File: config.mk
export PLATFORM = sky130hd
export DESIGN_NAME = tone_gen_top
export DESIGN_NICKNAME = d
export VERILOG_FILES = /design/src/rtl/tone_pkg.sv /design/src/rtl/tone_note_reg.sv /design/src/rtl/tone_div_rom.sv /design/src/rtl/tone_divider.sv /design/src/rtl/tone_gen_top.sv
export SDC_FILE = /design/constraint.sdc
export NUM_CORES = 1
export LEC_CHECK = 0
export ABC_AREA = 1
export BUFFER_PORTS_ARGS = -buffer_cell sky130_fd_sc_hd__buf_2
export CORE_MARGIN = 2
export CORE_UTILIZATION = 50
export CTS_CLUSTER_DIAMETER = 100
export CTS_CLUSTER_SIZE = 28
export DETAILED_ROUTE_END_ITERATION = 16
export PLACE_DENSITY = 0.78
export RECOVER_POWER = 50
export SLEW_MARGIN = 30
export SYNTH_ARGS = -nofsm -noshare
export SYNTH_HDL_FRONTEND = slang
export SYNTH_SLANG_ARGS = --single-unit
File: constraint.sdc
create_clock -name clk -period 1.85 [get_ports clk]
set_clock_uncertainty 0.2 [all_clocks]
set_input_delay 0.2775 -clock clk [delete_from_list [all_inputs] [get_ports clk]]
set_output_delay 0.2775 -clock clk [all_outputs]
set_load 0.01 [all_outputs]
File: src/rtl/tone_pkg.sv
package tone_pkg;

  // Half-period length in ticks for note code 'code' (1-based semitone steps).
  function automatic int half_period_ticks(input int code, input int base_chz,
                                           input int tick_hz);
    real f;
    f = real'(base_chz) / 100.0;
    for (int i = 1; i < code; i++) begin
      f = f * 1.0594630943592953;
    end
    return $rtoi(real'(tick_hz) / (2.0 * f) + 0.5);
  endfunction

endpackage

File: src/rtl/tone_note_reg.sv
module tone_note_reg #(
  parameter int CODE_W = 4
) (
  input  logic              clk,
  input  logic              rst,
  input  logic              we,
  input  logic [CODE_W-1:0] wdata,
  output logic [CODE_W-1:0] note_q,
  output logic [CODE_W-1:0] next_note,
  output logic              restart_q
);

  always_comb begin
    if (rst)     next_note = '0;
    else if (we) next_note = wdata;
    else         next_note = note_q;
  end

  always_ff @(posedge clk) begin
    if (rst) begin
      note_q    <= '0;
      restart_q <= 1'b0;
    end else begin
      note_q    <= next_note;
      restart_q <= we;
    end
  end


  reset_clears_note_chk: assert property (@(posedge clk)
    rst |=> (note_q == '0) && !restart_q);


  write_restarts_chk: assert property (@(posedge clk) disable iff (rst)
    we |=> restart_q && (note_q == $past(wdata)));

endmodule

File: src/rtl/tone_div_rom.sv
module tone_div_rom
  import tone_pkg::*;
#(
  parameter int CODE_W   = 4,
  parameter int CNT_W    = 8,
  parameter int BASE_CHZ = 44000,
  parameter int TICK_HZ  = 30000
) (
  input  logic              clk,
  input  logic              rst,
  input  logic [CODE_W-1:0] addr,
  output logic [CNT_W-1:0]  q
);

  localparam int DEPTH = 1 << CODE_W;

  logic [CNT_W-1:0] table_mem [DEPTH];

  for (genvar g = 0; g < DEPTH; g++) begin : g_entry
    if (g == 0) begin : g_silent
      assign table_mem[g] = '0;
    end else begin : g_note
      assign table_mem[g] = CNT_W'(half_period_ticks(g, BASE_CHZ, TICK_HZ));
    end
  end

  // Registered read port, block-RAM style (no reset on the data path).
  always_ff @(posedge clk) begin
    q <= table_mem[addr];
  end


  silent_entry_chk: assert property (@(posedge clk) disable iff (rst)
    (addr == '0) |=> (q == '0));


  nonzero_entry_chk: assert property (@(posedge clk) disable iff (rst)
    (addr != '0) |=> (q != '0));

endmodule

File: src/rtl/tone_divider.sv
module tone_divider #(
  parameter int CNT_W = 8
) (
  input  logic             clk,
  input  logic             rst,
  input  logic             tick,
  input  logic             restart,
  input  logic [CNT_W-1:0] reload,
  output logic             tone_q
);

  logic [CNT_W-1:0] cnt_q;
  logic             silent;

  assign silent = (reload == '0);

  always_ff @(posedge clk) begin
    if (rst) begin
      cnt_q  <= '0;
      tone_q <= 1'b0;
    end else if (restart || silent) begin
      tone_q <= 1'b0;
      cnt_q  <= silent ? '0 : reload - 1'b1;
    end else if (tick) begin
      if (cnt_q == '0) begin
        cnt_q  <= reload - 1'b1;
        tone_q <= ~tone_q;
      end else begin
        cnt_q <= cnt_q - 1'b1;
      end
    end
  end


  silent_low_chk: assert property (@(posedge clk) disable iff (rst)
    silent |=> !tone_q);


  idle_hold_chk: assert property (@(posedge clk) disable iff (rst)
    (!tick && !restart && !silent) |=> $stable(tone_q) && $stable(cnt_q));


  mid_count_chk: assert property (@(posedge clk) disable iff (rst)
    (tick && !restart && !silent && cnt_q != '0) |=> $stable(tone_q));


  expiry_toggle_chk: assert property (@(posedge clk) disable iff (rst)
    (tick && !restart && !silent && cnt_q == '0)
      |=> (tone_q != $past(tone_q)) && (cnt_q == $past(reload) - 1'b1));


  restart_load_chk: assert property (@(posedge clk) disable iff (rst)
    (restart && !silent) |=> !tone_q && (cnt_q == $past(reload) - 1'b1));

endmodule

File: src/rtl/tone_gen_top.sv
module tone_gen_top #(
  parameter int CODE_W   = 4,
  parameter int CNT_W    = 8,
  parameter int BASE_CHZ = 44000,
  parameter int TICK_HZ  = 30000
) (
  input  logic              clk,
  input  logic              rst,
  input  logic              tick_en,
  input  logic              note_we,
  input  logic [CODE_W-1:0] note_wdata,
  output logic              tone_out
);

  logic [CODE_W-1:0] note_q;
  logic [CODE_W-1:0] next_note;
  logic              restart_q;
  logic [CNT_W-1:0]  reload;

  tone_note_reg #(.CODE_W(CODE_W)) u_note (
    .clk       (clk),
    .rst       (rst),
    .we        (note_we),
    .wdata     (note_wdata),
    .note_q    (note_q),
    .next_note (next_note),
    .restart_q (restart_q)
  );

  tone_div_rom #(
    .CODE_W   (CODE_W),
    .CNT_W    (CNT_W),
    .BASE_CHZ (BASE_CHZ),
    .TICK_HZ  (TICK_HZ)
  ) u_rom (
    .clk  (clk),
    .rst  (rst),
    .addr (next_note),
    .q    (reload)
  );

  tone_divider #(.CNT_W(CNT_W)) u_div (
    .clk     (clk),
    .rst     (rst),
    .tick    (tick_en),
    .restart (restart_q),
    .reload  (reload),
    .tone_q  (tone_out)
  );


  zero_write_silences_chk: assert property (@(posedge clk) disable iff (rst)
    (restart_q && note_q == '0) |=> !tone_out);

endmodule

==> run_results.csv <==
group,metric,value,unit
power,ir_worst_vdd,0.671,mV
clocking,clkLatencyLatePin,0.32,ns
setup_path,critPathSlowestCell,"dfxtp_1",
die,die_x,56.3,µm
layout,final_common_cell,"nand2_1",
yosys,synth_fp_nets,215,
die,rows,18,
setup_path,reg2regPathDepth,6,
setup_path,critical-path-max-stage-delay,0.32,ns
sta,slew_headroom,0.512,
sta,setup_viol,0,
detailed_routing,via_per_inst,5.21,
clocking,root_buffer,"clkbuf_4",
grt,grt_max_degree,14,
sta,layout_setup_ws,0.128,ns
die,io_pins,9,
power,powerDensity,1020,nW/µm²
setup_path,cp_max_fo,5,
sta,fin_crit,1.72,ns
clocking,cts_made_buffers,3,
die,die_h,56.3,µm
min_path,min_path_type,"in -> reg",
detailed_routing,drt-total-wl,2.62,mm
min_path,min_path_cells,2,
layout,finish.net_count,229,
grt,grt_pass1_wl,4.69,mm
sta,rsz0062_at_grt,"false",
setup_path,endpoint_kind,"flop",
yosys,yosysWarnings,0,
yosys,yosys.area.top_type,"dfxtp_1",
run_status,status,"completed",
clocking,htreeDepth,1,
power,power.total,1.50,mW
detailed_routing,vias,1260,
grt,grt_pass1_vias,1093,
min_path,min_from,"rst",
clocking,clk_pin_slew_worst_paths,0.14,ns
yosys,ys_ff_latch,20,
yosys,syn-cell-area,1370,µm²
die,core,2520,µm²
placement,place_inst,238,
detailed_routing,dr.first_iter.drc_count,35,
yosys,yosysUniqueCellTypes,29,
placement,dp_hpwl,2.10,mm
yosys,syn_area_per_cell,6.86,µm²
sta,setup_tns,0,ns
sta,hold_viol_final,0,
sta,post-route-period-util,0.931,
setup_path,critPathLaunchType,"flop",
sta,worst_pin_slew,0.724,ns
setup_path,crit_type,"reg -> reg",
placement,portBuffers,8,
sta,fmax,0.581,GHz
detailed_routing,drc,0,
setup_path,cp_cell_sequence,"or2_2, nand3_1, inv_1, ha_1, o21ai_1, o21ai_0",
grt,grt_usage,0.188,
clocking,ctsHoldBuffers,0,
sta,holdWs,0.00766,ns
placement,pre_cts_ws,0.0851,ns
yosys,syn-instance-count,199,
yosys,synth_area_leaders,"dfxtp_1 29%, nand2_1 12%, inv_1 7.7%",
detailed_routing,drt-pass1-iter-count,4,
layout,fin_cells,242,
clocking,tritoncts,"yes",
power,power_leakage,0.749,nW
yosys,synth_top_area_frac,0.293,
setup_path,startpoint,"u_note.note_q[0]$_SDFF_PP0_",
yosys,ys_seq_area_frac,0.293,
clocking,cts_sinks,20,
detailed_routing,wire_per_inst,10.8,µm
layout,antenna_cells,0,
detailed_routing,ant_nets,0,
placement,globalplace.congestion,0.807,
layout,area_growth,8.34,%
layout,layout_common_cells,"43 x nand2_1, 29 x inv_1, 22 x nor2_1",
grt,grt_overflow,0,
layout,final_layout_size_suffix_gt1_frac,0.151,
run,max_cap_violations,0,
grt,antenna_found_initial,0,
setup_path,cp.arrival,1.71,ns
die,die_area,3160,µm²
clocking,cts_buffer_depth,2,
die,initial_core_util,0.541,
sta,timing_max_transition_violations_final,0,
setup_path,r2r-start,"u_note.note_q[0]$_SDFF_PP0_",
setup_path,required,1.84,ns
-- critical path, delay by kind of cell, from the launching register on --
kind | cells | cell delay [ns]
flip-flops | 1 | 0.32
AO/OA/AOI/OAI | 2 | 0.33
adder cells (fa/ha/maj) | 1 | 0.22
AND/OR/NAND/NOR | 2 | 0.44
buffers and inverters | 1 | 0.11
-- synthesized netlist by cell type --
master / instances
nor2_1: 22
nand4_1: 1
buf_8: 1
o31ai_1: 1
nor3_4: 1
o21ai_0: 5
nand2_1: 43
nor3_1: 5
inv_4: 1
o21ai_2: 3
inv_1: 28
nor2_2: 3
nand2_2: 2
o21ai_1: 9
dfxtp_1: 20
nand3_2: 1
ha_1: 8
nand3_1: 14
inv_2: 3
nand3_4: 1
o211ai_1: 2
a21oi_1: 11
xor2_1: 4
a21oi_2: 1
nand2_4: 2
buf_6: 1
or2_2: 2
nor2_4: 3
xnor2_1: 1
-- metal layers --
metal  GRT usage  wire (µm)  vias to the layer above
li1            -          -                      659
met3      0.0300        119                        5
met5           0          0                        -
met4      0.0782         43                        0
met1       0.252       1250                      561
met2       0.297       1210                       35
-- stage by stage --
step	area (µm²)	util
after floorplan	1370	-
after global routing	1480	0.586
final	1480	0.586
after CTS	1490	0.591
after detailed placement	1440	0.570
after global placement	1440	0.570
-- sequential cells by signal (all words and copies together) (netlist names) --
signal	cells
u_div.cnt_q	8
u_note.restart_q	1
u_rom.q	6
u_div.tone_q	1
u_note.note_q	4
-- kinds of logic after synthesis --
kind of cell             share of synthesized area
buffers and inverters                        0.109
flip-flops                                   0.293
adder cells (fa/ha/maj)                     0.0733
XOR/XNOR                                    0.0321
AND/OR/NAND/NOR                              0.358
AO/OA/AOI/OAI                                0.134
-- layout make-up --
cell class	count	area, µm²
repair buffers	11	57.6
multi-input cells	145	808
flip-flops and latches	20	400
well taps	30	37.5
clock buffers	3	22.5
clock inverters	1	30.0
inverters	32	123
fillers	262	1040
-- final timing paths --
kind | end | slack [ns]
max | u_rom.q[2]$_DFF_P_ | 0.13
min | u_note.restart_q$_SDFF_PP0_ | 0.008
max reg2reg | u_rom.q[2]$_DFF_P_ | 0.13
min reg2reg | u_div.cnt_q[0]$_SDFFE_PP0P_ | 0.34
-- repair_timing --
item / CTS / global route
endpoints found under the setup margin: 0 / 2
setup buffers: 0 / 0
hold endpoints to repair: 0 / 0
resized for setup: 0 / 1
-- power breakdown --
part / internal [mW] / leakage [nW] / switching (mW)
combinational: 0.218 / 0.555 / 0.371
clock: 0.219 / 0.0279 / 0.149
sequential: 0.492 / 0.166 / 0.0544
total: 0.930 / 0.749 / 0.574
(Power assumes the default switching activity.)
